[config.mk]
export PLATFORM = sky130hd
export DESIGN_NAME = i2c_tgt_stretch
export DESIGN_NICKNAME = d
export VERILOG_FILES = /design/src/rtl/i2c_tgt_pkg.sv /design/src/rtl/i2c_tgt_sync.sv /design/src/rtl/i2c_tgt_cond.sv /design/src/rtl/i2c_tgt_engine.sv /design/src/rtl/i2c_tgt_stretch.sv
export SDC_FILE = /design/constraint.sdc
export NUM_CORES = 1
export LEC_CHECK = 0
export ABC_CLOCK_PERIOD_IN_PS = 3700
export CORE_ASPECT_RATIO = 0.6
export CORE_MARGIN = 10
export CORE_UTILIZATION = 50
export CTS_CLUSTER_SIZE = 30
export DETAILED_ROUTE_END_ITERATION = 8
export PLACE_DENSITY = 0.77
export REMOVE_ABC_BUFFERS = 1
export SLEW_MARGIN = 20
export SYNTH_ARGS = -nofsm -noshare
export SYNTH_HDL_FRONTEND = slang
export SYNTH_HIERARCHICAL = 1
export SYNTH_SLANG_ARGS = --single-unit
[constraint.sdc]
create_clock -name clk -period 3.7 [get_ports clk]
set_input_delay 0.555 -clock clk [delete_from_list [all_inputs] [get_ports clk]]
set_output_delay 0.555 -clock clk [all_outputs]
set_load 0.005 [all_outputs]
[src/rtl/i2c_tgt_pkg.sv]
// Package: shared types for the I2C target byte engine.
// Assumes: one state encoding is used by the engine and its assertions.
package i2c_tgt_pkg;

    // Byte engine phases.
    typedef enum logic [2:0] {
        ST_IDLE,   // released, waiting for a START
        ST_ADDR,   // shifting in the called address and direction
        ST_AACK,   // driving the address acknowledge
        ST_RX,     // shifting in a data byte from the master
        ST_RACK,   // acknowledge slot of a received byte
        ST_TX,     // shifting out a data byte to the master
        ST_TACK,   // sampling the master's acknowledge
        ST_HOLD    // byte done, clock held until the host services it
    } tgt_state_t;

endpackage

[src/rtl/i2c_tgt_sync.sv]
// Module: multi-bit level synchroniser.
// Brings asynchronous wire levels into the clk domain through a chain of
// STAGES flip-flops per line.
// Assumes: each line idles high, so the chains reset to 1.
module i2c_tgt_sync #(
    parameter int LINES  = 2,
    parameter int STAGES = 2
) (
    input  logic             clk,
    input  logic             rst_n,
    input  logic [LINES-1:0] raw,
    output logic [LINES-1:0] synced
);

    genvar gi;
    generate
        for (gi = 0; gi < LINES; gi++) begin : g_line
            logic [STAGES-1:0] chain;

            // Shift the raw level through the chain for this line.
            always_ff @(posedge clk) begin
                if (!rst_n) chain <= '1;
                else        chain <= {chain[STAGES-2:0], raw[gi]};
            end

            assign synced[gi] = chain[STAGES-1];
        end
    endgenerate

endmodule

[src/rtl/i2c_tgt_cond.sv]
// Module: bus condition detector.
// Compares successive synchronised samples of SCL and SDA. It reports the SCL
// edges, START (SDA falls while SCL stays high) and STOP (SDA rises while SCL
// stays high).
// Assumes: its inputs are already synchronous to clk.
module i2c_tgt_cond (
    input  logic clk,
    input  logic rst_n,
    input  logic scl_s,
    input  logic sda_s,
    output logic scl_rise,
    output logic scl_fall,
    output logic start_det,
    output logic stop_det
);

    logic scl_q;
    logic sda_q;

    // Keep the previous sample of each wire.
    always_ff @(posedge clk) begin
        if (!rst_n) begin
            scl_q <= 1'b1;
            sda_q <= 1'b1;
        end else begin
            scl_q <= scl_s;
            sda_q <= sda_s;
        end
    end

    // Decode edges and bus conditions from the two samples.
    always_comb begin
        scl_rise  = scl_s & ~scl_q;
        scl_fall  = ~scl_s & scl_q;
        start_det = scl_s & scl_q & sda_q & ~sda_s;
        stop_det  = scl_s & scl_q & ~sda_q & sda_s;
    end

endmodule

[src/rtl/i2c_tgt_engine.sv]
// Module: target byte engine.
// Receives the address byte, acknowledges a match, then receives or sends
// data bytes. It holds SCL low after each byte until the host clears the flag.
// Assumes: event inputs come from the condition detector. SDA changes happen
// on detected SCL falls, or while the engine itself holds SCL low.
module i2c_tgt_engine
    import i2c_tgt_pkg::*;
#(
    parameter int ADDR_W = 7
) (
    input  logic              clk,
    input  logic              rst_n,
    input  logic              scl_s,
    input  logic              sda_s,
    input  logic              scl_rise,
    input  logic              scl_fall,
    input  logic              start_det,
    input  logic              stop_det,
    input  logic [ADDR_W-1:0] own_addr,
    input  logic [ADDR_W:0]   tx_byte,
    input  logic              ack_en,
    input  logic              irq_clr,
    output logic [ADDR_W:0]   rx_byte,
    output logic              is_read,
    output logic              irq,
    output logic              scl_pull,
    output logic              sda_pull
);

    localparam int DATA_W = ADDR_W + 1;
    localparam int CNT_W  = $clog2(DATA_W + 1);
    localparam logic [CNT_W-1:0] LAST = CNT_W'(DATA_W);
    localparam logic [CNT_W-1:0] ONE  = CNT_W'(1);

    tgt_state_t        state;
    logic [CNT_W-1:0]  cnt;
    logic [DATA_W-1:0] shreg;
    logic              sda_drv;
    logic              scl_hold;
    logic              dir_q;
    logic              mack_q;
    logic              next_tx;

    // Main byte state machine: bit counting, shifting, acknowledges and hold.
    always_ff @(posedge clk) begin
        if (!rst_n) begin
            state   <= ST_IDLE;
            cnt     <= '0;
            shreg   <= '0;
            sda_drv <= 1'b0;
            dir_q   <= 1'b0;
            mack_q  <= 1'b0;
            next_tx <= 1'b0;
            rx_byte <= '0;
        end else if (start_det) begin
            state   <= ST_ADDR;
            cnt     <= '0;
            sda_drv <= 1'b0;
        end else if (stop_det) begin
            state   <= ST_IDLE;
            sda_drv <= 1'b0;
        end else begin
            case (state)
                ST_ADDR: begin
                    if (scl_rise && cnt != LAST) begin
                        shreg <= {shreg[DATA_W-2:0], sda_s};
                        cnt   <= cnt + ONE;
                    end else if (scl_fall && cnt == LAST) begin
                        if (shreg[DATA_W-1:1] == own_addr) begin
                            sda_drv <= 1'b1;
                            dir_q   <= shreg[0];
                            state   <= ST_AACK;
                        end else begin
                            state <= ST_IDLE;
                        end
                    end
                end
                ST_AACK: begin
                    if (scl_fall) begin
                        sda_drv <= 1'b0;
                        next_tx <= dir_q;
                        state   <= ST_HOLD;
                    end
                end
                ST_RX: begin
                    if (scl_rise && cnt != LAST) begin
                        shreg <= {shreg[DATA_W-2:0], sda_s};
                        cnt   <= cnt + ONE;
                    end else if (scl_fall && cnt == LAST) begin
                        rx_byte <= shreg;
                        sda_drv <= ack_en;
                        state   <= ST_RACK;
                    end
                end
                ST_RACK: begin
                    if (scl_fall) begin
                        sda_drv <= 1'b0;
                        next_tx <= 1'b0;
                        state   <= ST_HOLD;
                    end
                end
                ST_HOLD: begin
                    if (irq_clr) begin
                        cnt <= '0;
                        if (next_tx) begin
                            shreg   <= tx_byte;
                            sda_drv <= ~tx_byte[DATA_W-1];
                            state   <= ST_TX;
                        end else begin
                            state <= ST_RX;
                        end
                    end
                end
                ST_TX: begin
                    if (scl_rise && cnt != LAST) begin
                        cnt <= cnt + ONE;
                    end else if (scl_fall && cnt == LAST) begin
                        sda_drv <= 1'b0;
                        state   <= ST_TACK;
                    end else if (scl_fall && cnt != '0) begin
                        shreg   <= {shreg[DATA_W-2:0], 1'b0};
                        sda_drv <= ~shreg[DATA_W-2];
                    end
                end
                ST_TACK: begin
                    if (scl_rise) begin
                        mack_q <= ~sda_s;
                    end else if (scl_fall) begin
                        if (mack_q) begin
                            next_tx <= 1'b1;
                            state   <= ST_HOLD;
                        end else begin
                            state <= ST_IDLE;
                        end
                    end
                end
                default: ;
            endcase
        end
    end

    // SCL hold follows the hold phase one cycle late, so that SDA settles
    // before the clock is let go.
    always_ff @(posedge clk) begin
        if (!rst_n) scl_hold <= 1'b0;
        else        scl_hold <= (state == ST_HOLD);
    end

    assign irq      = (state == ST_HOLD);
    assign is_read  = dir_q;
    assign scl_pull = scl_hold;
    assign sda_pull = sda_drv;

    // an unserviced flag keeps the clock held.
    a_r6_hold_until_clear: assert property (@(posedge clk) disable iff (!rst_n)
        (irq && !irq_clr) |=> scl_pull);

    // servicing the flag frees the clock.
    a_r6_release_after_clear: assert property (@(posedge clk) disable iff (!rst_n)
        (irq && irq_clr) |=> ##1 !scl_pull);

    // SDA drive changes only on a low SCL sample, bus conditions aside.
    a_r7_sda_moves_scl_low: assert property (@(posedge clk) disable iff (!rst_n)
        (!$past(start_det) && !$past(stop_det) && (sda_drv != $past(sda_drv)))
        |-> !$past(scl_s));

    // the address acknowledge slot is only entered on a match.
    a_r3_ack_only_on_match: assert property (@(posedge clk) disable iff (!rst_n)
        (state == ST_AACK) |-> (shreg[DATA_W-1:1] == own_addr));

    // in idle the target leaves both wires alone.
    a_r8_idle_released: assert property (@(posedge clk) disable iff (!rst_n)
        (state == ST_IDLE) |-> (!sda_pull && !scl_pull));

endmodule

[src/rtl/i2c_tgt_stretch.sv]
// Module: I2C target with a host-serviced clock hold (top).
// Synchronises both wires, detects bus conditions and runs the byte engine.
// Assumes: clk is many times faster than SCL. The pull outputs drive
// open-drain pads, where 1 pulls the wire low.
module i2c_tgt_stretch #(
    parameter int ADDR_W      = 7,
    parameter int SYNC_STAGES = 2
) (
    input  logic              clk,
    input  logic              rst_n,
    input  logic              scl_in,
    input  logic              sda_in,
    output logic              scl_pull,
    output logic              sda_pull,
    input  logic [ADDR_W-1:0] own_addr,
    input  logic [ADDR_W:0]   tx_byte,
    output logic [ADDR_W:0]   rx_byte,
    input  logic              ack_en,
    output logic              is_read,
    output logic              irq,
    input  logic              irq_clr
);

    logic [1:0] lines_s;
    logic       scl_rise;
    logic       scl_fall;
    logic       start_det;
    logic       stop_det;

    i2c_tgt_sync #(
        .LINES  (2),
        .STAGES (SYNC_STAGES)
    ) u_sync (
        .clk    (clk),
        .rst_n  (rst_n),
        .raw    ({sda_in, scl_in}),
        .synced (lines_s)
    );

    i2c_tgt_cond u_cond (
        .clk       (clk),
        .rst_n     (rst_n),
        .scl_s     (lines_s[0]),
        .sda_s     (lines_s[1]),
        .scl_rise  (scl_rise),
        .scl_fall  (scl_fall),
        .start_det (start_det),
        .stop_det  (stop_det)
    );

    i2c_tgt_engine #(
        .ADDR_W (ADDR_W)
    ) u_engine (
        .clk       (clk),
        .rst_n     (rst_n),
        .scl_s     (lines_s[0]),
        .sda_s     (lines_s[1]),
        .scl_rise  (scl_rise),
        .scl_fall  (scl_fall),
        .start_det (start_det),
        .stop_det  (stop_det),
        .own_addr  (own_addr),
        .tx_byte   (tx_byte),
        .ack_en    (ack_en),
        .irq_clr   (irq_clr),
        .rx_byte   (rx_byte),
        .is_read   (is_read),
        .irq       (irq),
        .scl_pull  (scl_pull),
        .sda_pull  (sda_pull)
    );

endmodule

======== Yosys cells after proc, flatten, opt, wreduce, memory -nomap -nowiden ========
Index checks and enable logic that the tools add are counted.
word-level totals
  input port bits ......................... 21
  logic and storage cells ................. 139
  output and inout bits ................... 12
  register bits after elaboration ......... 34
cells by class
  equality and inequality tests ........... 40
  muxes and demuxes ....................... 43
  add/subtract/negate cells ............... 1
  reduce and logical (&&, ||, !) cells .... 24
  bitwise logic cells ..................... 17
operators by type and width
  kind                number
  $mux 8              6
  $mux 3              12
  $reduce_and 11->1   3
  $ne 2x1->1 const B  14
  $pmux 8 s3          1
  $ne 4x4->1 const B  5
  $pmux 3 s6          1
  $mux 1              17
  $ne 4x3->1 const B  4
  $eq 3x3->1 const B  4
  $ne 2x2->1 const B  5
  $not 1->1           10
  $reduce_and 9->1    1
  $mux 4              2
  $ne 4x1->1 const B  2
  $pmux 4 s2          1
  $reduce_and 4->1    2
  $reduce_and 8->1    1
  $reduce_bool 8->1   1
  $and 1x1->1         7
  $eq 7x7->1          1
  $eq 3x2->1 const B  2
  $reduce_and 6->1    1
  $reduce_bool 3->1   2
  other kinds (15)    20

======== Logic depth before layout (Yosys ltp) ========
Gate-level depths: netlist of run 1.
  depth in word-level cells ............... 8
  mapped depth ............................ 8
  gate-level depth less buffers ........... 7

======== By module ========
The synthesis of run 1 kept the hierarchy.
modules (own cells, without submodules)
  module          cells an instance  instances  sequential area each (sq um)  area an instance (sq um)
  i2c_tgt_engine  192                1          560.5                         1586.5
  i2c_tgt_sync    10                 1          80.1                          120.1
  i2c_tgt_cond    8                  1          40.0                          85.1

======== Least setup slack after synthesis of run 1 ========
No wires, ideal clock.
  path type ............................... register -> register
  from .................................... register u_sync.g_line[0].chain[1]
  to ...................................... register u_engine.shreg[6]
  arrival time ............................ 1.764 ns
  period minus slack after synthesis ...... 1.852 ns
  required time ........................... 3.612 ns
  library setup time ...................... 0.088 ns
  setup slack ............................. 1.848 ns
  stages on the path, launching flop included .. 9
  buffers on the path ..................... 2
  cells stage by stage .................... dfxtp_1 buf_4 and4b_1 nor2b_1 nand2b_1 a2111oi_4 buf_6 nor2_2 a311oi_2
between the ends
  word-level cells in the longest chain between the ends .. 5
  elaborated cells between the ends (all ways) .. 18
  those cells by class .................... eq/ne: 4; bitwise: 10; reduce/logical: 4
ends and longest elaborated chain
  what                               line                   RTL
  from (decl)                        i2c_tgt_sync.sv:18     logic [STAGES-1:0] chain;
  from (signal assigned)             i2c_tgt_sync.sv:23     else chain <= {chain[STAGES-2:0], raw[gi]};
  $and 1x1->1 (3 in a row)           i2c_tgt_cond.sv:36     stop_det = scl_s & scl_q & ~sda_q & sda_s;
  named net stop_det                 i2c_tgt_stretch.sv:28  logic stop_det;
  $not 1->1 (no source line)         n/a
  $reduce_and 9->1 (no source line)  n/a
  to (signal assigned)               i2c_tgt_engine.sv:66   shreg <= {shreg[DATA_W-2:0], sda_s};
  to (signal assigned)               i2c_tgt_engine.sv:87   shreg <= {shreg[DATA_W-2:0], sda_s};
  to (signal assigned)               i2c_tgt_engine.sv:106  shreg <= tx_byte;
  to (decl)                          i2c_tgt_engine.sv:37   logic [DATA_W-1:0] shreg;
The timed path passes the listed nets, and every way through them passes these cells.
A chain may end at the register's enable or synchronous reset.

======== Worst setup path in the final report of run 1 ========
  from .................................... register u_engine.state[2]
  to ...................................... output irq
between the ends
  word-level cells in the longest chain between the ends .. 1
ends and longest elaborated chain
  what                    line                   RTL
  from (decl)             i2c_tgt_engine.sv:35   tgt_state_t state;
  from (signal assigned)  i2c_tgt_engine.sv:47   state <= ST_IDLE;
  from (signal assigned)  i2c_tgt_engine.sv:56   state <= ST_ADDR;
  from (signal assigned)  i2c_tgt_engine.sv:60   state <= ST_IDLE;
  $eq 3x3->1              i2c_tgt_engine.sv:149  assign irq = (state == ST_HOLD);
  to (decl)               i2c_tgt_stretch.sv:20  output logic irq,
No other way between the ends.

==> results of run 1 <==
==> cell type report <==
class                      instances  area share
clock buffer                       6     0.03712
multi-input combinational        160      0.4640
timing repair buffer              32      0.1440
tap                               45     0.02531
sequential                        34      0.3060
inverter                           6     0.01012
clock inverter                     1     0.01350
==> registers in the layout, indices dropped and copies added (netlist names) <==
signal               flops
u_engine/rx_byte         8
u_engine/shreg           8
u_engine/cnt             4
u_sync/g_line.chain      4
u_engine/state           3
u_cond/scl_q             1
u_cond/sda_q             1
u_engine/is_read         1
u_engine/mack_q          1
u_engine/next_tx         1
u_engine/scl_pull        1
u_engine/sda_pull        1
==> cells in the mapped netlist, types with 2 or more instances <==
master,number
dfxtp_1,34
nor2_1,25
nand2_1,24
nand2b_1,12
a21oi_1,11
mux2i_1,10
a311oi_1,9
xnor2_1,8
nand3_1,6
inv_1,5
nor3_1,5
a31oi_1,4
clkbuf_1,4
nand4_1,4
nor2b_1,4
and4b_1,3
buf_2,3
o21ai_0,3
a21boi_0,2
a311oi_2,2
and2_1,2
and3_1,2
buf_4,2
ha_1,2
nor2_2,2
o21ba_2,2
==> per-stage QoR <==
step,hold slack (ns),cells,utilization
2_1_floorplan,0.3863,200,-
3_3_place_gp,0.3884,277,0.6317
3_5_place_dp,0.3955,277,0.6317
4_1_cts,0.4114,284,0.6654
5_1_grt,0.4231,284,0.6654
6_report,0.4074,284,0.6654
==> per-layer routing <==
metal / track usage / wire (µm) / share of wire
met1: 0.2008 / 2302 / 0.51
met2: 0.1827 / 1804 / 0.40
met3: 0.04802 / 406 / 0.089
met5: 0 / 0 / 0
met4: 0.02166 / 44 / 0.0097
==> final timing paths <==
path | startpoint | to | slack, ns | cells after the start
max | u_engine/state[2] | irq | 0.96 | 3
min | u_sync/g_line[0].chain[0] | u_sync/g_line[0].chain[1] | 0.41 | 1
max reg2reg | u_engine/state[0] | u_engine/shreg[0] | 1.25 | 5
min reg2reg | u_sync/g_line[0].chain[0] | u_sync/g_line[0].chain[1] | 0.41 | 1
==> critical path: cells and delay by family, from the launching register on <==
family,cells,cell delay (ns)
buffers and inverters,2,0.81
flip-flops,1,0.74
AND/OR/NAND/NOR,1,0.35
==> report_power, final <==
group | internal, µW | switching, µW
clock network | 215 | 129
registers | 372 | 7.05
logic | 33.4 | 27.0
==> placed cells by master, fill, tap and decap left out, types with 3 or more instances in the layout <==
cell and instances:
a21oi_1 11, a311oi_1 9, a31oi_1 4, and4b_1 3
clkbuf_8 6, clkdlybuf4s50_1 32, dfxtp_1 34, inv_1 5
mux2i_1 10, nand2_1 24, nand2b_1 12, nand3_1 6
nand4_1 4, nor2_1 25, nor2b_1 4, nor3_1 5
o21ai_0 3, xnor2_1 8
==> cell families after synthesis <==
logic type	count (synthesis)	synth area share
AO/OA/AOI/OAI	44	0.1948
AND/OR/NAND/NOR	96	0.2723
flip-flops	34	0.3799
adder cells (fa/ha/maj)	2	0.01396
buffers and inverters	16	0.04399
multiplexers	10	0.05587
XOR/XNOR	8	0.03911
==> impl_metrics.toml, run 1 <==
[status]
outcome = "finished, final reports clean"

[synthesis]
number_of_synthesized_register_bits = 34
netlist_area_um2 = 1792
post_synth_inst_count = 210
synth.yosys.seq_area_share = 0.3799
synth-edff-count = 0
synth_ff_type = "dfxtp_1"
ys_warn_count = 6
synth.lib_cells_used.distinct = 46
netlist.top_cell.by_area = "dfxtp_1"
netlist_top_cells_area = "dfxtp_1 (38%), mux2i_1 (5.6%), nor2_1 (5.2%)"
asyncSetResetFlopFracSynth = 0
synth_largest_type_area_fraction = 0.3799
syn_area_per_cell_um2 = 8.532

[finish]
drive_gt1_frac = 0.07113
layout.area.seq_um2 = 680.7
design_area_um2 = 2225
flow.area_growth_from_synthesis_pct = 24.16
fillerInstances = 285
final_nets = 262
number_of_diodes_added_for_antenna_fixing = 0
multi_input_comb_area_um2 = 1032

[floorplan]
placement_rows = 16
io-pin-count = 33
initial_core_util = 0.5359
core-area_um2 = 3343
die_area_um2 = 6456
die_width_um = 97.28
die-height_um = 66.37

[cts]
cts_made_buffers = 5
cts-hold-fix-buffers = 0
cts_buffer_depth = 2
cts-htree-levels = 2
ctsResizeCount = 0
clock_tree_from_tritoncts = "built"
numClockSinks = 34
clock_transition_at_path_regs_ns = 0.07
clock-root-buffer = "clkbuf_8"
postCtsSetupRepairBufs = 0
insertion_delay_ns = 0.28

[timing]
worst_setup_slack_after_layout_ns = 0.9595
setup_viol_count_final = 0
max_slew_margin = 0.3419
fin_worst_skew_ns = 0.003007
rsz0062_at_grt = "no"
totalNegativeSetupSlack_ns = 0
clock.fmax_ghz = 0.3649
finalWorstPathRequiredPeriod_ns = 2.741
finalHoldViolations = 0
period_share = 0.7407
final-max-slew-violation-count = 0
worstMarginPinSlew_ns = 0.9871

[detailed_routing]
routed_wirelength_um = 4557
drt_iter0_markers = 231
viasPerCell = 5.785
ant_nets = 0
routedWlPerCell_um = 16.05
drtPass1Iterations = 5
drc = 0
vias = 1643

[power]
power_uw = 783.8
pwr_per_cell_area_nw_per_um2 = 352.3
power.ir.vdd_worst_uv = 233.7
power_leakage_uw = 0.0007806

[placement]
placed_area_um2 = 2112
globalplace.congestion = 0.9900
place_worst_setup_slack_ns = 1.109
port_buffers = 32
dp_hpwl_um = 3494

[critical_path]
start_kind = "flip-flop"
setup.worst_path.class = "reg2out"
worstPathArrival_ns = 2.19
cells_along_the_critical_path = "nand3_2 > clkinv_1 > clkdlybuf4s50_1"
worst_ep_required_time_ns = 3.14
slowest_stage = "dfxtp_1"
critical_path.max_stage_delay_ns = 0.74
peak_fanout_along_the_critical_path = 21
critical_path_capture_point_type = "output pin"

[global_route]
initial_antenna_violation_count = 0
grt_overall_usage = 0.1363
pin_count_of_the_biggest_net_entering_global_routing = 22
globalRouteOverflowTotal = 0
grt_first_pass_wirelength_um = 7341
grt_pass1_vias = 1450

[min_path]
min_path_type = "reg2reg"

[job]
drv.max_cap_violation_count = 0
Note: power is estimated with default switching activity, not from simulation.
==> run 2: changes to the inputs <==
Settings changed: ABC_CLOCK_PERIOD_IN_PS 3700 to 2650.
Clock period 3.7 ns to 2.65 ns, I/O delays scaled along.
==> impl_metrics.toml, run 2 (synthesized netlist as in run 1, its figures left out) <==
[global_route]
initial_antenna_violation_count = 0
globalRouteOverflowTotal = 0
grt_overall_usage = 0.1483
pin_count_of_the_biggest_net_entering_global_routing = 21
grt_pass1_vias = 1555
grt_first_pass_wirelength_um = 7741

[job]
drv.max_cap_violation_count = 0

[timing]
final-max-slew-violation-count = 0
fin_worst_skew_ns = 0.005460
finalWorstPathRequiredPeriod_ns = 2.306
max_slew_margin = 0.4929
worst_setup_slack_after_layout_ns = 0.3436
worstMarginPinSlew_ns = 0.7549
rsz0062_at_grt = "no"
totalNegativeSetupSlack_ns = 0
clock.fmax_ghz = 0.4336
finalHoldViolations = 0
setup_viol_count_final = 0
period_share = 0.8704

[floorplan]
die_area_um2 = 6456
io-pin-count = 33
die-height_um = 66.37
core-area_um2 = 3343
die_width_um = 97.28
initial_core_util = 0.5359
placement_rows = 16

[placement]
dp_hpwl_um = 3627
place_worst_setup_slack_ns = 0.6280
port_buffers = 32
globalplace.congestion = 0.9634
dpl.cell_count = 284

[finish]
number_of_diodes_added_for_antenna_fixing = 0
drive_gt1_frac = 0.09312
final_nets = 269
post-route-util = 0.6793
biggestRegsByFlops = "u_engine/rx_byte (8), u_engine/shreg (8)"
most_frequent_standard_cell_in_the_layout_excluding_fill_and_tap_cells = "dfxtp_1"
mostFrequentLayoutCells = "dfxtp_1 (34), clkdlybuf4s50_1 (32), nor2_1 (25)"
fin_cells = 292
fillerInstances = 278
flow.area_growth_from_synthesis_pct = 26.75

[critical_path]
start_kind = "flip-flop"
worst_ep_required_time_ns = 2.25
reg2reg_depth = 7
worst_flop_to_flop_path_startpoint = "u_engine/state[2]"
critical_path_capture_point_type = "output pin"
worstPathArrival_ns = 1.91
rr_endpoint = "u_engine/shreg[4]"
setup.worst_path.class = "reg2out"
worst_setup_path_endpoint = "irq"
peak_fanout_along_the_critical_path = 15
r2r_slack_ns = 0.54
startpoint = "u_engine/state[2]"

[cts]
cts-htree-levels = 2
cts_buffer_depth = 2
clock_tree_from_tritoncts = "built"
insertion_delay_ns = 0.29
clock-root-buffer = "clkbuf_8"
ctsResizeCount = 0
cts-hold-fix-buffers = 0
postCtsSetupRepairBufs = 0
cts_made_buffers = 5
clock_transition_at_path_regs_ns = 0.06
numClockSinks = 34

[power]
power.ir.vdd_worst_uv = 419.0
power_leakage_uw = 0.0008106
pwr_per_cell_area_nw_per_um2 = 475.1

[detailed_routing]
drtPass1Iterations = 6
vias = 1670
routed_wirelength_um = 4814
drc = 0
routedWlPerCell_um = 16.49
ant_nets = 0
viasPerCell = 5.719
drt_iter0_markers = 148

[min_path]
timing.hold.worst.start = "u_sync/g_line[0].chain[0]"
min_path_type = "reg2reg"

[status]
outcome = "finished, final reports clean"
-- run 2: metal layers --
metal,share of wire,vias up,global-route usage
met5,0,-,0
met4,0.011,0,0.05776
met3,0.11,5,0.05741
met2,0.42,83,0.2110
met1,0.46,757,0.1959
li1,-,825,-
-- run 2: power breakdown --
group / switching (µW) / internal [µW] / leakage (µW) / total (µW)
Clock: 182 / 281 / 0.0000524 / 463
Combinational: 38.7 / 48.6 / 0.000483 / 87.2
Sequential: 9.18 / 519 / 0.000275 / 529
Total: 230 / 849 / 0.000811 / 1080
-- run 2: how the worst min path moves through the flow --
stage	to	depth (start not counted)
2_1_floorplan	u_sync/g_line[0].chain[1]	1
3_3_place_gp	u_sync/g_line[0].chain[1]	1
3_5_place_dp	u_sync/g_line[0].chain[1]	1
4_1_cts	u_sync/g_line[0].chain[1]	1
5_1_grt	u_sync/g_line[0].chain[1]	1
6_report	u_sync/g_line[0].chain[1]	1
-- run 2: cell type report --
cell class | count | area, µm² | area share
clock inverters | 1 | 30.03 | 0.01322
well taps | 45 | 56.30 | 0.02479
repair buffers | 39 | 372.9 | 0.1642
clock buffers | 7 | 76.32 | 0.03361
inverters | 6 | 22.52 | 0.009917
multi-input cells | 160 | 1032 | 0.4545
flip-flops and latches | 34 | 680.7 | 0.2997
-- run 2: critical path: stages, from the launching register on --
cell and delay, ns:
dfxtp_1 0.69, nand3_2 0.16, clkinv_1 0.22, clkdlybuf4s50_1 0.56
-- run 2: metrics by stage --
step / power [µW] / instance area, µm² / hold slack (ns)
global placement: 624.5 / 2165 / 0.3895
global route: 1116 / 2271 / 0.4290
CTS: 1084 / 2271 / 0.4121
finish: 1079 / 2271 / 0.4080
floorplan: 577.1 / 1735 / 0.3863
detailed placement: 625.7 / 2165 / 0.3972
==> run 3: changes to the inputs <==
Settings changed: CTS_CLUSTER_DIAMETER set to 150, REMOVE_ABC_BUFFERS 1 to not set, TNS_END_PERCENT set to 10.
==> impl_metrics.toml, run 3 (synthesized netlist as in run 1, its figures left out) <==
[status]
outcome = "finished, final reports clean"

[critical_path]
critical_path.max_stage_delay_ns = 0.62
setup.worst_path.class = "reg2out"
cp_top_family = "buffers and inverters"
slowest_stage = "dfxtp_1"
r2r_slack_ns = 0.63
peak_fanout_along_the_critical_path = 15
worstPathBufferInverterCount = 2
startpoint = "u_engine/state[0]"
worst_flop_to_flop_path_startpoint = "u_cond/scl_q"
rr_endpoint = "u_engine/state[2]"
worst_ep_required_time_ns = 2.25
reg2reg_depth = 6
start_kind = "flip-flop"
worstPathArrival_ns = 1.88
critical_path_capture_point_type = "output pin"
cells_along_the_critical_path = "nand3_2 > clkinv_1 > clkdlybuf4s50_1"

[cts]
clock-root-buffer = "clkbuf_8"
clock_tree_from_tritoncts = "built"
insertion_delay_ns = 0.30
cts_made_buffers = 5
numClockSinks = 34
cts-htree-levels = 2
postCtsSetupRepairBufs = 0
cts-hold-fix-buffers = 0
cts_buffer_depth = 2
ctsResizeCount = 0
clock_transition_at_path_regs_ns = 0.08

[power]
pwr_per_cell_area_nw_per_um2 = 521.4
power.ir.vdd_worst_uv = 303.1
power_leakage_uw = 0.0008363

[min_path]
timing.hold.worst.start = "u_sync/g_line[1].chain[0]"
timing.hold.worst_path_depth = 1
min_path_type = "reg2reg"
hold-path-endpoint = "u_sync/g_line[1].chain[1]"

[global_route]
grt_pass1_vias = 1592
initial_antenna_violation_count = 0
globalRouteOverflowTotal = 0
grt_first_pass_wirelength_um = 7976
grt_overall_usage = 0.1524
pin_count_of_the_biggest_net_entering_global_routing = 21

[floorplan]
die-height_um = 66.37
placement_rows = 16
die_area_um2 = 6456
io-pin-count = 33
core-area_um2 = 3343
initial_core_util = 0.5359
die_width_um = 97.28

[timing]
worstMarginPinSlew_ns = 0.6848
finalWorstPathRequiredPeriod_ns = 2.273
final-max-slew-violation-count = 0
fin_worst_skew_ns = 0.009211
clock.fmax_ghz = 0.4400
rsz0062_at_grt = "no"
totalNegativeSetupSlack_ns = 0
period_share = 0.8576
finalHoldViolations = 0
setup_viol_count_final = 0
worst_setup_slack_after_layout_ns = 0.3774
max_slew_margin = 0.5430

[finish]
final_nets = 271
drive_gt1_frac = 0.1084
post-route-util = 0.6931
biggestRegsByFlops = "u_engine/rx_byte (8), u_engine/shreg (8)"
mostFrequentLayoutCells = "dfxtp_1 (34), clkdlybuf4s50_1 (32), nor2_1 (25)"
number_of_diodes_added_for_antenna_fixing = 0
flow.area_growth_from_synthesis_pct = 29.33
most_frequent_standard_cell_in_the_layout_excluding_fill_and_tap_cells = "dfxtp_1"

[detailed_routing]
drc = 0
routed_wirelength_um = 4780
ant_nets = 0
drt_iter0_markers = 221
viasPerCell = 5.677
drtPass1Iterations = 4
routedWlPerCell_um = 16.26
vias = 1669

[placement]
dp_hpwl_um = 3470
globalplace.congestion = 0.9600
place_worst_setup_slack_ns = 0.6012
port_buffers = 32

[job]
drv.max_cap_violation_count = 0

[synthesis]
net_count_after_synthesis = 233
## run 3: changes by cell type in the layout (fill, tap and decap cells not counted), sizes merged
cell    before  now
buf          7    9
clkinv       1    2
bufinv       1    2
clkbuf       7    5
## run 3: layout make-up
type	count	area (µm²)
Sequential cell	34	680.7
Fill cell	259	1026
Multi-Input combinational cell	160	1032
Clock buffer	5	68.82
Clock inverter	3	68.82
Timing Repair Buffer	41	387.9
Inverter	6	22.52
Tap cell	45	56.30
## run 3: metal layers
metal,track usage,vias up,part of all wire
met2,0.1993,76,0.39
met3,0.06681,4,0.10
li1,-,825,-
met4,0.05054,0,0.0084
met1,0.2122,764,0.50
met5,0,-,0
## run 3: stage by stage
step	hold WS [ns]	total power [µW]	instances	instance area, µm²
floorplan	0.3863	580.7	210	1792
global placement	0.3911	628.0	286	2180
detailed placement	0.3921	628.3	286	2180
CTS	0.4113	1209	294	2317
global route	0.4258	1241	294	2317
finish	0.4085	1208	294	2317
## run 3: where the power goes
group          total [µW]  leakage [µW]  switching, µW  internal, µW
clock                 590     0.0000683            213           377
combinational        90.2      0.000492           40.5          49.7
sequential            528      0.000275           9.16           519
total                1210      0.000836            263           946
## run 3: worst max-delay path by stage
stage / end / slack (ns) / cells past startpoint
CTS: irq / 0.40 / 3
floorplan: u_engine/shreg[6] / 0.80 / 8
detailed placement: u_engine/shreg[7] / 0.60 / 6
global route: irq / 0.25 / 3
global placement: u_engine/shreg[7] / 0.62 / 6
finish: irq / 0.38 / 3
## run 3: worst register-to-register path, cell delays in order, from the launching register on
cell and delay [ns]:
dfxtp_1 0.36, nor2b_1 0.29, and4b_1 0.33, nand2b_1 0.20
o211ai_1 0.18, a2111oi_0 0.46, nor3_1 0.08
